## config.mk

```make
export PLATFORM = sky130hd
export DESIGN_NAME = spi_cmd_slave
export DESIGN_NICKNAME = d
export VERILOG_FILES = /design/src/rtl/spi_cmd_pkg.sv /design/src/rtl/spi_frame_port.sv /design/src/rtl/spi_challenge.sv /design/src/rtl/spi_reg_bank.sv /design/src/rtl/spi_cmd_slave.sv
export SDC_FILE = /design/constraint.sdc
export NUM_CORES = 1
export LEC_CHECK = 0
export ABC_AREA = 1
export ABC_CLOCK_PERIOD_IN_PS = 4700
export BUFFER_PORTS_ARGS = -buffer_cell sky130_fd_sc_hd__buf_2
export CORE_ASPECT_RATIO = 1.1
export CORE_MARGIN = 1.5
export CORE_UTILIZATION = 54
export DETAILED_ROUTE_END_ITERATION = 12
export PLACE_DENSITY = 0.76
export SLEW_MARGIN = 30
export SYNTH_ARGS = -nofsm -noshare
export SYNTH_HDL_FRONTEND = slang
export SYNTH_SLANG_ARGS = --single-unit
```

## constraint.sdc

```tcl
create_clock -name clk -period 4.7 [get_ports clk]
set_input_delay 0.235 -clock clk [delete_from_list [all_inputs] [get_ports clk]]
set_output_delay 0.235 -clock clk [all_outputs]
set_load 0.03 [all_outputs]
```

## src/rtl/spi_cmd_pkg.sv

```systemverilog
package spi_cmd_pkg;

  localparam int FRAME_BITS = 16;
  localparam int BYTE_BITS  = 8;
  localparam int ADDR_BITS  = 5;
  localparam int CMD_BITS   = 2;

  typedef enum logic [CMD_BITS-1:0] {
    CMD_RDBK  = 2'b00,
    CMD_WRITE = 2'b01,
    CMD_RSVD  = 2'b10,
    CMD_FLAGS = 2'b11
  } cmd_e;

endpackage

```

## src/rtl/spi_frame_port.sv

```systemverilog
module spi_frame_port
  import spi_cmd_pkg::*;
#(
  parameter int FRAME_W = FRAME_BITS,
  parameter int DATA_W  = BYTE_BITS,
  parameter int ADDR_W  = ADDR_BITS,
  parameter int SYNC    = 2
) (
  input  logic               clk,
  input  logic               rst_n,
  input  logic               sclk_i,
  input  logic               cs_n_i,
  input  logic               mosi_i,
  input  logic [DATA_W-1:0]  fixed_status_i,
  input  logic [DATA_W-1:0]  low_byte_i,
  output logic               miso_o,
  output cmd_e               hdr_cmd_o,
  output logic [ADDR_W-1:0]  hdr_addr_o,
  output logic               low_load_o,
  output logic               commit_o,
  output logic               commit_ok_o,
  output logic [FRAME_W-1:0] word_o
);

  localparam int CNT_W = $clog2(FRAME_W + 2);
  localparam logic [CNT_W-1:0] CNT_MAX   = '1;
  localparam logic [CNT_W-1:0] FRAME_CNT = CNT_W'(FRAME_W);
  localparam logic [CNT_W-1:0] HDR_FALLS = CNT_W'(DATA_W - 1);
  localparam int LOW_PAD = FRAME_W - DATA_W;

  logic [SYNC:0]   sclk_sh, cs_sh;
  logic [SYNC-1:0] mosi_sh;
  logic sclk_rise, sclk_fall, cs_fall, cs_rise, cs_act, mosi_s;

  logic [FRAME_W-1:0] rx_q, rx_d, tx_q, tx_d;
  logic [CNT_W-1:0]   rc_q, rc_d, fc_q, fc_d;
  logic               load_q, load_d, commit_q, commit_d, ok_q, ok_d;

  always_ff @(posedge clk or negedge rst_n) begin
    if (!rst_n) begin
      sclk_sh <= '0;
      cs_sh   <= '1;
      mosi_sh <= '0;
    end else begin
      sclk_sh <= {sclk_sh[SYNC-1:0], sclk_i};
      cs_sh   <= {cs_sh[SYNC-1:0], cs_n_i};
      mosi_sh <= {mosi_sh[SYNC-2:0], mosi_i};
    end
  end

  assign sclk_rise = sclk_sh[SYNC-1] & ~sclk_sh[SYNC];
  assign sclk_fall = ~sclk_sh[SYNC-1] & sclk_sh[SYNC];
  assign cs_fall   = ~cs_sh[SYNC-1] & cs_sh[SYNC];
  assign cs_rise   = cs_sh[SYNC-1] & ~cs_sh[SYNC];
  assign cs_act    = ~cs_sh[SYNC-1];
  assign mosi_s    = mosi_sh[SYNC-1];

  always_comb begin
    rx_d     = rx_q;
    tx_d     = tx_q;
    rc_d     = rc_q;
    fc_d     = fc_q;
    load_d   = 1'b0;
    commit_d = 1'b0;
    ok_d     = 1'b0;
    if (cs_fall) begin
      tx_d = {fixed_status_i, {LOW_PAD{1'b0}}};
      rc_d = '0;
      fc_d = '0;
    end else if (cs_act) begin
      if (sclk_rise) begin
        rx_d = {rx_q[FRAME_W-2:0], mosi_s};
        if (rc_q != CNT_MAX) rc_d = rc_q + 1'b1;
      end
      if (sclk_fall) begin
        if (fc_q == HDR_FALLS) begin
          tx_d   = {low_byte_i, {LOW_PAD{1'b0}}};
          load_d = 1'b1;
        end else begin
          tx_d = {tx_q[FRAME_W-2:0], 1'b0};
        end
        if (fc_q != CNT_MAX) fc_d = fc_q + 1'b1;
      end
    end
    if (cs_rise) begin
      commit_d = 1'b1;
      ok_d     = (rc_q == FRAME_CNT);
    end
  end

  always_ff @(posedge clk or negedge rst_n) begin
    if (!rst_n) begin
      rx_q     <= '0;
      tx_q     <= '0;
      rc_q     <= '0;
      fc_q     <= '0;
      load_q   <= 1'b0;
      commit_q <= 1'b0;
      ok_q     <= 1'b0;
    end else begin
      rx_q     <= rx_d;
      tx_q     <= tx_d;
      rc_q     <= rc_d;
      fc_q     <= fc_d;
      load_q   <= load_d;
      commit_q <= commit_d;
      ok_q     <= ok_d;
    end
  end

  assign miso_o      = cs_act & tx_q[FRAME_W-1];
  assign hdr_cmd_o   = cmd_e'(rx_q[DATA_W-1 -: CMD_BITS]);
  assign hdr_addr_o  = rx_q[DATA_W-1-CMD_BITS -: ADDR_W];
  assign low_load_o  = load_q;
  assign commit_o    = commit_q;
  assign commit_ok_o = ok_q;
  assign word_o      = rx_q;

  // a frame is only ever committed once chip select has been released
  p_commit_idle_r1: assert property (@(posedge clk) disable iff (!rst_n)
    commit_q |-> cs_sh[SYNC-1]);

  // an accepted frame never coexists with a failed one
  p_ok_in_commit_r1: assert property (@(posedge clk) disable iff (!rst_n)
    ok_q |-> commit_q);

  // the second byte is loaded only after the header bits have arrived
  p_hdr_ready_r5: assert property (@(posedge clk) disable iff (!rst_n)
    load_q |-> (rc_q >= CNT_W'(DATA_W)));

endmodule

```

## src/rtl/spi_challenge.sv

```systemverilog
module spi_challenge #(
  parameter int              DATA_W     = 8,
  parameter logic [DATA_W-1:0] LFSR_TAPS  = 8'hB8,
  parameter logic [DATA_W-1:0] LFSR_SEED  = 8'h01,
  parameter logic [DATA_W-1:0] CODE_RESET = 8'h5A
) (
  input  logic              clk,
  input  logic              rst_n,
  input  logic              rd_hit_i,
  input  logic              wr_hit_i,
  input  logic              wr_pn_i,
  input  logic [DATA_W-1:0] wr_data_i,
  output logic [DATA_W-1:0] code_o,
  output logic [DATA_W-1:0] mode_o
);

  logic [DATA_W-1:0] lfsr_q, lfsr_d, code_q, code_d, arm_q, arm_d, mode_q, mode_d;
  logic              armv_q, armv_d;

  always_comb begin
    lfsr_d = {lfsr_q[DATA_W-2:0], ^(lfsr_q & LFSR_TAPS)};
    code_d = code_q;
    arm_d  = arm_q;
    armv_d = armv_q;
    mode_d = mode_q;
    if (rd_hit_i) begin
      arm_d  = code_q;
      armv_d = 1'b1;
      code_d = lfsr_q;
    end else if (wr_hit_i) begin
      armv_d = 1'b0;
      if (armv_q && wr_pn_i && (wr_data_i == ~arm_q)) mode_d = wr_data_i;
    end
  end

  always_ff @(posedge clk or negedge rst_n) begin
    if (!rst_n) begin
      lfsr_q <= LFSR_SEED;
      code_q <= CODE_RESET;
      arm_q  <= '0;
      armv_q <= 1'b0;
      mode_q <= '0;
    end else begin
      lfsr_q <= lfsr_d;
      code_q <= code_d;
      arm_q  <= arm_d;
      armv_q <= armv_d;
      mode_q <= mode_d;
    end
  end

  assign code_o = code_q;
  assign mode_o = mode_q;

  // the guarded register moves only on an armed write to its address
  p_mode_guard_r11: assert property (@(posedge clk) disable iff (!rst_n)
    !$stable(mode_q) |-> ($past(armv_q) && $past(wr_hit_i)));

  // a write to the guarded address always consumes the arming
  p_disarm_r11: assert property (@(posedge clk) disable iff (!rst_n)
    wr_hit_i |=> !armv_q);

  // the LFSR never locks up in the all-zero state
  p_lfsr_live_r10: assert property (@(posedge clk) disable iff (!rst_n)
    lfsr_q != '0);

endmodule

```

## src/rtl/spi_reg_bank.sv

```systemverilog
module spi_reg_bank
  import spi_cmd_pkg::*;
#(
  parameter int FRAME_W     = FRAME_BITS,
  parameter int DATA_W      = BYTE_BITS,
  parameter int ADDR_W      = ADDR_BITS,
  parameter int NUM_INIT    = 5,
  parameter int NUM_SCRATCH = 4
) (
  input  logic                       clk,
  input  logic                       rst_n,
  input  cmd_e                       hdr_cmd_i,
  input  logic [ADDR_W-1:0]          hdr_addr_i,
  input  logic                       low_load_i,
  input  logic                       commit_i,
  input  logic                       commit_ok_i,
  input  logic [FRAME_W-1:0]         word_i,
  input  logic [DATA_W-1:0]          ext_status_i,
  input  logic [DATA_W-3:0]          evt_i,
  input  logic [DATA_W-1:0]          code_i,
  output logic [DATA_W-1:0]          low_byte_o,
  output logic [NUM_INIT*DATA_W-1:0] init_flat_o,
  output logic                       rd_hit_o,
  output logic                       wr_hit_o
);

  localparam int NUM_STORE = NUM_INIT + NUM_SCRATCH;
  localparam logic [ADDR_W-1:0] MODE_ADDR = ADDR_W'(NUM_STORE);
  localparam int FRM_BIT = DATA_W - 1;
  localparam int PAR_BIT = DATA_W - 2;
  localparam logic [FRAME_W-1:0] PN_MASK = FRAME_W'(1) << DATA_W;

  logic [DATA_W-1:0] store_q [NUM_STORE];
  logic [DATA_W-1:0] flag_q, flag_d, rep_q, rep_d, flag_set, flag_clr, rd_val;
  cmd_e              c_cmd;
  logic [ADDR_W-1:0] c_addr;
  logic              c_pn, par_en, par_bad, is_wr, wr_go;

  assign c_cmd   = cmd_e'(word_i[FRAME_W-1 -: CMD_BITS]);
  assign c_addr  = word_i[FRAME_W-1-CMD_BITS -: ADDR_W];
  assign c_pn    = word_i[DATA_W];
  assign par_en  = store_q[0][0];
  assign par_bad = par_en & (c_pn != ^(word_i & ~PN_MASK));
  assign is_wr   = commit_i & commit_ok_i & (c_cmd == CMD_WRITE);
  assign wr_go   = is_wr & ~par_bad & (c_addr < MODE_ADDR);
  assign wr_hit_o = is_wr & (c_addr == MODE_ADDR);
  assign rd_hit_o = commit_i & commit_ok_i & (c_cmd == CMD_RDBK) & (c_addr == MODE_ADDR);

  genvar gi;
  generate
    for (gi = 0; gi < NUM_STORE; gi++) begin : g_store
      logic              en;
      logic [DATA_W-1:0] nxt;
      assign en  = wr_go & (c_addr == ADDR_W'(gi));
      assign nxt = en ? word_i[DATA_W-1:0] : store_q[gi];
      always_ff @(posedge clk or negedge rst_n) begin
        if (!rst_n) store_q[gi] <= '0;
        else        store_q[gi] <= nxt;
      end
      // a stored byte holds unless a write commits to it
      p_store_hold_r3: assert property (@(posedge clk) disable iff (!rst_n)
        !wr_go |=> $stable(store_q[gi]));
    end
    for (gi = 0; gi < NUM_INIT; gi++) begin : g_init_out
      assign init_flat_o[gi*DATA_W +: DATA_W] = store_q[gi];
    end
  endgenerate

  always_comb begin
    rd_val = '0;
    for (int i = 0; i < NUM_STORE; i++) begin
      if (hdr_addr_i == ADDR_W'(i)) rd_val = store_q[i];
    end
    if (hdr_addr_i == MODE_ADDR) rd_val = code_i;
    case (hdr_cmd_i)
      CMD_RDBK:  low_byte_o = rd_val;
      CMD_FLAGS: low_byte_o = flag_q;
      default:   low_byte_o = ext_status_i;
    endcase
  end

  always_comb begin
    flag_set          = {2'b00, evt_i};
    flag_set[FRM_BIT] = commit_i & ~commit_ok_i;
    flag_set[PAR_BIT] = is_wr & par_bad & (c_addr != MODE_ADDR);
    flag_clr = (commit_i & commit_ok_i & (c_cmd == CMD_FLAGS)) ? rep_q : '0;
    flag_d   = (flag_q & ~flag_clr) | flag_set;
    rep_d    = (low_load_i && hdr_cmd_i == CMD_FLAGS) ? flag_q : rep_q;
  end

  always_ff @(posedge clk or negedge rst_n) begin
    if (!rst_n) begin
      flag_q <= '0;
      rep_q  <= '0;
    end else begin
      flag_q <= flag_d;
      rep_q  <= rep_d;
    end
  end

  // the framing flag is raised only by a discarded frame
  p_frame_flag_r7: assert property (@(posedge clk) disable iff (!rst_n)
    $rose(flag_q[FRM_BIT]) |-> $past(commit_i && !commit_ok_i));

  // the parity flag is raised only by a committed write
  p_parity_flag_r8: assert property (@(posedge clk) disable iff (!rst_n)
    $rose(flag_q[PAR_BIT]) |-> $past(commit_i && commit_ok_i));

  // flags drop only when a flag-read frame completes
  p_flag_clear_r9: assert property (@(posedge clk) disable iff (!rst_n)
    $fell(flag_q[FRM_BIT]) |-> $past(commit_i && commit_ok_i));

endmodule

```

## src/rtl/spi_cmd_slave.sv

```systemverilog
module spi_cmd_slave
  import spi_cmd_pkg::*;
#(
  parameter int FRAME_W     = FRAME_BITS,
  parameter int DATA_W      = BYTE_BITS,
  parameter int ADDR_W      = ADDR_BITS,
  parameter int NUM_INIT    = 5,
  parameter int NUM_SCRATCH = 4,
  parameter int SYNC        = 2
) (
  input  logic              clk,
  input  logic              rst_n,
  input  logic              sclk,
  input  logic              cs_n,
  input  logic              mosi,
  input  logic [DATA_W-1:0] fixed_status,
  input  logic [DATA_W-1:0] ext_status,
  input  logic [DATA_W-3:0] evt,
  output logic              miso,
  output logic [DATA_W-1:0] cfg_misc,
  output logic [DATA_W-1:0] cfg_linio,
  output logic [DATA_W-1:0] cfg_supply,
  output logic [DATA_W-1:0] cfg_wdog,
  output logic [DATA_W-1:0] cfg_amux,
  output logic [DATA_W-1:0] mode_sel
);

  logic [1:0]                rst_sh;
  logic                      rst_n_s;
  cmd_e                      hdr_cmd;
  logic [ADDR_W-1:0]         hdr_addr;
  logic                      low_load, commit, commit_ok, rd_hit, wr_hit;
  logic [FRAME_W-1:0]        word;
  logic [DATA_W-1:0]         low_byte, code;
  logic [NUM_INIT*DATA_W-1:0] init_flat;

  always_ff @(posedge clk or negedge rst_n) begin
    if (!rst_n) rst_sh <= '0;
    else        rst_sh <= {rst_sh[0], 1'b1};
  end
  assign rst_n_s = rst_sh[1];

  spi_frame_port #(
    .FRAME_W(FRAME_W), .DATA_W(DATA_W), .ADDR_W(ADDR_W), .SYNC(SYNC)
  ) u_port (
    .clk(clk), .rst_n(rst_n_s), .sclk_i(sclk), .cs_n_i(cs_n), .mosi_i(mosi),
    .fixed_status_i(fixed_status), .low_byte_i(low_byte), .miso_o(miso),
    .hdr_cmd_o(hdr_cmd), .hdr_addr_o(hdr_addr), .low_load_o(low_load),
    .commit_o(commit), .commit_ok_o(commit_ok), .word_o(word)
  );

  spi_reg_bank #(
    .FRAME_W(FRAME_W), .DATA_W(DATA_W), .ADDR_W(ADDR_W),
    .NUM_INIT(NUM_INIT), .NUM_SCRATCH(NUM_SCRATCH)
  ) u_bank (
    .clk(clk), .rst_n(rst_n_s), .hdr_cmd_i(hdr_cmd), .hdr_addr_i(hdr_addr),
    .low_load_i(low_load), .commit_i(commit), .commit_ok_i(commit_ok),
    .word_i(word), .ext_status_i(ext_status), .evt_i(evt), .code_i(code),
    .low_byte_o(low_byte), .init_flat_o(init_flat),
    .rd_hit_o(rd_hit), .wr_hit_o(wr_hit)
  );

  spi_challenge #(.DATA_W(DATA_W)) u_chal (
    .clk(clk), .rst_n(rst_n_s), .rd_hit_i(rd_hit), .wr_hit_i(wr_hit),
    .wr_pn_i(word[DATA_W]), .wr_data_i(word[DATA_W-1:0]),
    .code_o(code), .mode_o(mode_sel)
  );

  assign cfg_misc   = init_flat[0*DATA_W +: DATA_W];
  assign cfg_linio  = init_flat[1*DATA_W +: DATA_W];
  assign cfg_supply = init_flat[2*DATA_W +: DATA_W];
  assign cfg_wdog   = init_flat[3*DATA_W +: DATA_W];
  assign cfg_amux   = init_flat[4*DATA_W +: DATA_W];

  // MISO is quiet while chip select is high
  p_miso_idle_r2: assert property (@(posedge clk) disable iff (!rst_n_s)
    ($past(cs_n) && cs_n && $past(cs_n, 2) && $past(cs_n, 3)) |-> !miso);

endmodule

```

==> results of run 1 <==
power groups by stage:
stage | clock (mW) | combinational [mW] | sequential (mW)
floorplan | 0 | 0.333 | 1.55
global placement | 0 | 0.438 | 1.57
detailed placement | 0 | 0.446 | 1.57
CTS | 1.49 | 0.457 | 1.55
global route | 1.54 | 0.529 | 1.55
finish | 1.47 | 0.467 | 1.54
sequential cells by signal (all words and copies together) (netlist names):
register	cells
u_port.low_load_o	1
u_chal.code_o	8
u_port.fc_q	5
u_port.word_o	16
u_port.rc_q	5
u_chal.armv_q	1
u_chal.mode_o	8
u_chal.arm_q	8
u_port.mosi_sh	2
u_port.cs_sh	3
u_bank.flag_q	8
u_port.commit_ok_o	1
rst_sh	2
u_bank.rep_q	8
u_port.sclk_sh	3
u_bank.store_q	32
u_port.commit_o	1
u_chal.lfsr_q	8
u_bank.init_flat_o	40
u_port.tx_q	8
critical path, cell delays in order (launching register included):
cell and delay, ns:
dfrtp_1 0.41, inv_1 0.49, ha_1 0.55, xor2_1 0.27, xor2_1 0.26, xor2_1 0.18, nand2_1 0.10, nand3_4 0.28
nand3_4 0.26, nand2_1 0.16, o21ai_2 0.06
worst max path at each step:
stage,slack (ns),depth (start not counted),to
after global placement,1.58,10,u_bank.init_flat_o[11]
final,1.54,10,u_bank.init_flat_o[9]
after detailed placement,1.53,10,u_bank.init_flat_o[9]
after global routing,1.29,10,u_bank.init_flat_o[8]
after floorplan,1.84,13,u_bank.init_flat_o[14]
after CTS,1.49,10,u_bank.init_flat_o[14]
per-stage QoR:
stage / util, % / cells / hold WS (ns) / area (um2)
after global placement: 55.8 / 1145 / 0.0225 / 8360
after floorplan: - / 952 / -0.0606 / 8260
after global routing: 60.9 / 1189 / 0.120 / 9130
after CTS: 60.6 / 1187 / 0.0840 / 9090
final: 60.9 / 1189 / 0.111 / 9130
after detailed placement: 55.8 / 1145 / 0.0244 / 8370
cell usage in the layout (no fill, tap or decap), types with 2 or more instances in the layout:
cell	Yosys	layout
o21ai_0	71	71
nor4_1	3	3
nand4_1	11	11
nand3b_1	4	4
dfrtp_1	160	159
clkbuf_16	0	17
dfstp_2	8	8
nand3_1	28	27
a31oi_1	6	6
nand3_4	10	10
a211oi_1	3	3
mux2_2	3	3
xor2_1	9	9
o22ai_1	3	3
clkbuf_8	0	2
nand2_1	256	256
dlygate4sd3_1	0	10
inv_6	0	4
a21oi_1	34	34
nor2_1	49	49
o21bai_1	2	2
ha_1	12	12
or2_2	11	11
inv_1	88	88
clkinv_2	0	2
xnor2_1	7	7
buf_4	40	4
nor3_1	14	14
bufinv_16	0	3
o21ai_2	25	25
o21ai_1	47	47
buf_2	3	75
area by class of cell:
cell class / instances / area, um2
Timing Repair Buffer: 91 / 544
Inverter: 89 / 334
Sequential cell: 168 / 4220
Multi-Input combinational cell: 613 / 3170
Fill cell: 1305 / 5870
Clock buffer: 20 / 457
Clock inverter: 12 / 163
Tap cell: 196 / 245
repair_timing:
item	4_1_cts	5_1_grt
endpoints found under the hold margin	11	0
endpoints found under the setup margin	0	0
hold buffers	10	0
resized for setup	0	0
metal layers:
metal / global-route usage, % / vias up / part of all wire [%] / routed length (um)
li1: - / 3098 / - / -
met1: 31.4 / 2994 / 44 / 8080
met2: 39.8 / 145 / 50 / 9070
met3: 3.84 / 34 / 3.4 / 617
met4: 11.4 / 0 / 2.7 / 497
met5: 0 / - / 0 / 0
kinds of logic (layout without fill, tap and decap cells):
group / Yosys count / after routing
AOI/OAI and AO/OA: 195 / 195
and+or+nand+nor: 386 / 386
buffers and inverters: 171 / 212
DFF: 168 / 168
muxes: 3 / 3
xor gates and xnor gates: 16 / 16
adders and majority gates: 12 / 12
other: 1 / 1
==> metrics.log, run 1 <==
INFO  metric pin_count = 76
INFO  metric post_synth_simple_gate_area = 20.8%
INFO  metric timing.hold.worst.class = in2async
INFO  metric run_status = finished, final reports clean
INFO  metric worst_setup_hold_path_clk_slew = 0.07 ns
INFO  metric worst_ep_arrival_time = 3.46 ns
INFO  metric syn_area_per_cell = 8.67 um2
INFO  metric reg2reg_depth = 10
INFO  metric criticalPathCategory = reg2reg
INFO  metric detailedRoute.firstIterationViolations = 509
INFO  metric seq_power_share = 44.3%
INFO  metric setup_slack = 1.54 ns
INFO  metric synth_ff_type = dfrtp_1
INFO  metric drt-pass1-iter-count = 5
INFO  metric period_minus_slack = 3.16 ns
INFO  metric tritoncts_num_sinks = 168
INFO  metric r2r_end = u_bank.init_flat_o[9]
INFO  metric synth.yosys.seq_area_share = 51.1%
INFO  metric vdd.ir_drop.worst = 0.000270 V
INFO  metric rsz0062_at_grt = no
INFO  metric ys_ff_latch = 168
INFO  metric synth_largest_type_area_fraction = 48.5%
INFO  metric dieArea = 16000 um2
INFO  metric routed-via-count = 6271
INFO  metric detail_route.wl_per_cell = 15.4 um
INFO  metric switching_portion_of_total_power = 28.1%
INFO  metric dieHeight = 133 um
INFO  metric diodes = 0
INFO  metric synth.distinct_cells = 35
INFO  metric insertion_delay = 0.43 ns
INFO  metric synth-edff-count = 0
INFO  metric critical_path.max_fanout = 17
INFO  metric design.core.area = 15000 um2
INFO  metric timing.rr.start = u_port.word_o[7]
INFO  metric timing.final.hold_violations = 0
INFO  metric clock_tree.buffer_depth = 2
INFO  metric synth-async-reset-ratio = 100%
INFO  metric cp-end-kind = register
INFO  metric synthesis.nets = 991
INFO  metric synth_mux_area_share = 0.409%
INFO  metric post-place-ws = 1.53 ns
INFO  metric powerDensity = 381 nW/um2
INFO  metric grt_max_degree = 73
INFO  metric critical_path_required = 5.00 ns
INFO  metric max_slew_vio_count = 0
INFO  metric cts-root-buf = clkbuf_16
INFO  metric period_share = 67.2%
INFO  metric max_cap_viols = 0
INFO  metric count_of_endpoints_failing_setup_in_the_final_report = 0
INFO  metric max_freq = 317 MHz
INFO  metric floorplan.die.width = 121 um
INFO  metric post-cts-setup-buffer-count = 0
INFO  metric cts-buffers-inserted = 17
INFO  metric design.final.nets = 1019
INFO  metric internal_power = 2.50 mW
INFO  metric row_count = 47
INFO  metric cts_tree = built
INFO  metric post_synth_fa_ha_maj_area_fraction = 1.82%
INFO  metric reg2reg_setup_slack = 1.54 ns
INFO  metric number_of_global_route_vias_before_repair = 6058
INFO  metric postRouteWirelength = 18.3 mm
INFO  metric final_antenna_net_count = 0
INFO  metric worst_max_slew_pin_slew = 0.860 ns
INFO  metric skew = 0.0121 ns
INFO  metric global_route_wire_length_before_repair = 30.3 mm
INFO  metric post-route-drc-count = 0
INFO  metric ys_top_cells_by_area = dfrtp_1 (49%), nand2_1 (12%), o21ai_0 (4.3%), inv_1 (4.0%), buf_4 (3.6%)
INFO  metric netlist_area = 8250 um2
INFO  metric crit_path_start = u_port.word_o[7]
INFO  metric h-tree-depth = 4
INFO  metric report.power.total = 3.47 mW
INFO  metric relative_slew_margins = 42.6%
INFO  metric syn-instance-count = 952
INFO  metric combinationalPowerShare = 13.5%
INFO  metric initial_core_util = 55.0%
INFO  metric synth-warning-count = 0
INFO  metric gp_congestion = 0.871
INFO  metric netlist.top_cell.by_area = dfrtp_1
INFO  metric synth_xor_xnor_area_share = 1.70%
INFO  metric combined_global_route_utilization_of_all_metal_layers = 24.2%
INFO  metric grt_antenna_before_repair = 0
INFO  metric synthMostInstantiatedCell = nand2_1
INFO  metric switchingPower = 0.975 mW
INFO  metric drive_gt1_share = 17.4%
INFO  metric post-dp-hpwl = 12.5 mm
INFO  metric static-leakage-power = 4.48 nW
INFO  metric crit_path_start_kind = register
INFO  metric flow.area_growth_from_synthesis = 10.6%
INFO  metric io_buffer_count = 75
INFO  metric synth_top_family_by_area = simple AND/OR/NAND/NOR gates
INFO  metric routed_via_count_divided_by_cell_count = 5.27
INFO  metric power_frac_clock = 42.2%
INFO  metric overflow = 0
INFO  metric synth.cells.most_frequent = nand2_1 (256), dfrtp_1 (160), inv_1 (88)
INFO  metric timing.setup.tns = 0 ns
INFO  metric synth-compound-area-share = 13.5%
No activity file was read; power rests on OpenSTA's default activity.
==> inputs of run 2 (changes only) <==
--- a/config.mk
+++ b/config.mk
@@ -6,13 +6,13 @@
 export NUM_CORES = 1
 export LEC_CHECK = 0
 export ABC_AREA = 1
-export ABC_CLOCK_PERIOD_IN_PS = 4700
+export ABC_CLOCK_PERIOD_IN_PS = 3300
 export BUFFER_PORTS_ARGS = -buffer_cell sky130_fd_sc_hd__buf_2
 export CORE_ASPECT_RATIO = 1.1
 export CORE_MARGIN = 1.5
-export CORE_UTILIZATION = 54
+export CORE_UTILIZATION = 60
 export DETAILED_ROUTE_END_ITERATION = 12
-export PLACE_DENSITY = 0.76
+export PLACE_DENSITY = 0.8
 export SLEW_MARGIN = 30
 export SYNTH_ARGS = -nofsm -noshare
 export SYNTH_HDL_FRONTEND = slang
==> constraint.sdc (replaced) <==
create_clock -name clk -period 3.3 [get_ports clk]
set_input_delay 0.165 -clock clk [delete_from_list [all_inputs] [get_ports clk]]
set_output_delay 0.165 -clock clk [all_outputs]
set_load 0.03 [all_outputs]
==> run 2 against run 1 <==
Effect of this change: non-clock buffer count increased by 6; clock power increased by 39%; largest power group unchanged; register-to-register slack got worse by 0.95 ns; flip-flop and latch count unchanged; critical path type unchanged; design area about the same; via count increased by 1.4%; clock skew decreased by 0.0060 ns.
==> metrics.log, run 2 (same netlist as run 1, synthesis figures left out) <==
INFO  metric grt_max_degree = 83
INFO  metric routed-via-count = 6356
INFO  metric post-place-ws = 0.715 ns
INFO  metric worst_max_slew_pin_slew = 0.674 ns
INFO  metric gp_congestion = 0.876
INFO  metric dieArea = 14500 um2
INFO  metric global_route_wire_length_before_repair = 30.0 mm
INFO  metric insertion_delay = 0.43 ns
INFO  metric final_core_utilization = 68.6%
INFO  metric largest_register_ffs = 40
INFO  metric floorplan.die.width = 115 um
INFO  metric io_buffer_count = 75
INFO  metric relative_slew_margins = 54.6%
INFO  metric period_minus_slack = 2.71 ns
INFO  metric final_antenna_net_count = 0
INFO  metric dieHeight = 126 um
INFO  metric count_of_endpoints_failing_setup_in_the_final_report = 0
INFO  metric number_of_global_route_vias_before_repair = 6088
INFO  metric clock_tree.buffer_depth = 2
INFO  metric design.core.area = 13300 um2
INFO  metric h-tree-depth = 4
INFO  metric final_cell_mix = nand2_1 (256), dfrtp_1 (159), inv_1 (88)
INFO  metric max_cap_viols = 0
INFO  metric skew = 0.00608 ns
INFO  metric initial_core_util = 62.0%
INFO  metric routed_via_count_divided_by_cell_count = 5.37
INFO  metric cp-end-kind = register
INFO  metric report.power.total = 4.90 mW
INFO  metric timing.final.hold_violations = 0
INFO  metric drive_gt1_share = 17.8%
INFO  metric detail_route.wl_per_cell = 15.2 um
INFO  metric design.final.nets = 1025
INFO  metric cts-buffers-inserted = 17
INFO  metric rsz0062_at_grt = no
INFO  metric postLayoutCellArea = 9140 um2
INFO  metric worst_ep_arrival_time = 3.04 ns
INFO  metric final_non_filler_cells = 1183
INFO  metric max_freq = 369 MHz
INFO  metric mostFrequentLayoutCell = nand2_1
INFO  metric pin_count = 76
INFO  metric overflow = 0
INFO  metric setup_slack = 0.588 ns
INFO  metric period_share = 82.2%
INFO  metric cts-root-buf = clkbuf_16
INFO  metric postRouteWirelength = 18.0 mm
INFO  metric detailedRoute.firstIterationViolations = 662
INFO  metric combined_global_route_utilization_of_all_metal_layers = 26.8%
INFO  metric flow.area_growth_from_synthesis = 10.7%
INFO  metric timing.hold.worst.class = in2reg
INFO  metric critical_path.max_fanout = 13
INFO  metric worst_hold_slack = 0.0341 ns
INFO  metric post-dp-hpwl = 12.1 mm
INFO  metric grt_antenna_before_repair = 0
INFO  metric dpl_cell_area = 8430 um2
INFO  metric criticalPathCategory = reg2reg
INFO  metric post-route-drc-count = 0
INFO  metric powerDensity = 537 nW/um2
INFO  metric row_count = 44
INFO  metric max_slew_vio_count = 0
INFO  metric vdd.ir_drop.worst = 0.000355 V
INFO  metric placed_cells_incl_taps = 1141
INFO  metric run_status = finished, final reports clean
INFO  metric drt-pass1-iter-count = 6
INFO  metric diodes = 0
INFO  metric tritoncts_num_sinks = 168
INFO  metric worst_setup_hold_path_clk_slew = 0.06 ns
INFO  metric static-leakage-power = 4.48 nW
INFO  metric critical_path_required = 3.63 ns
INFO  metric fill_cells = 1073
INFO  metric crit_path_start_kind = register
INFO  metric timing.setup.tns = 0 ns
INFO  metric cts_tree = built
run 2: cell types whose count changed in the layout (fill, tap and decap cells not counted), sizes merged:
cell      delta
buf          +6
inv          -4
clkinvlp     +3
clkbuf       +1
run 2: what timing repair did:
| action | 4_1_cts | 5_1_grt |
|---|---|---|
| hold buffers | 10 | 0 |
| resized for setup | 0 | 0 |
| buffers inserted | 0 | 0 |
| hold endpoints to repair | 11 | 0 |
run 2: worst paths after layout:
path / slack, ns / start / cells after the start / to
worst max-delay path: 0.59 / u_port.word_o[2] / 13 / u_port.tx_q[13]
worst min-delay path: 0.03 / fixed_status[5] / 5 / u_port.tx_q[13]
worst max register to register: 0.59 / u_port.word_o[2] / 13 / u_port.tx_q[13]
worst min register to register: 0.35 / u_port.mosi_sh[0] / 0 / u_port.mosi_sh[1]
max in group asynchronous: 2.03 / rst_sh[1] / 1 / u_bank.store_q[24]
min in group asynchronous: 0.04 / rst_n / 2 / rst_sh[1]
run 2: power breakdown:
part           internal, mW  total [mW]  switching [mW]  leakage (nW)
clock network          1.23        2.05           0.816         0.286
logic                 0.203       0.659           0.456          1.99
registers              2.12        2.20          0.0770          2.21
total                  3.56        4.90            1.35          4.48
run 2: layout make-up:
type,count,area [um2],area share (%)
sequential,168,4220,46.2
inverter,89,334,3.66
timing repair buffer,97,578,6.33
clock inverter,11,148,1.62
tap,184,230,2.52
clock buffer,21,460,5.04
multi-input combinational,613,3170,34.7
run 2: worst max-delay path, cell delays in order, from the launching register on:
cell     delay (ns)
dfrtp_1        0.48
inv_1          0.29
nor2_1         0.30
nand3_1        0.32
o21ai_0        0.45
nand4_1        0.18
nor2_1         0.15
nand3_1        0.11
nand2_1        0.07
nand2_1        0.06
nand2_1        0.06
nand2_1        0.04
nand2_1        0.05
nand2_1        0.04
run 2: metal layers:
metal	track usage [%]	routed length [um]	share of wire [%]	up-vias
li1	-	-	-	3100
met1	35.5	8050	45	2996
met2	42.9	8590	48	219
met3	4.57	828	4.6	41
met4	13.1	544	3.0	0
met5	0	0	0	-
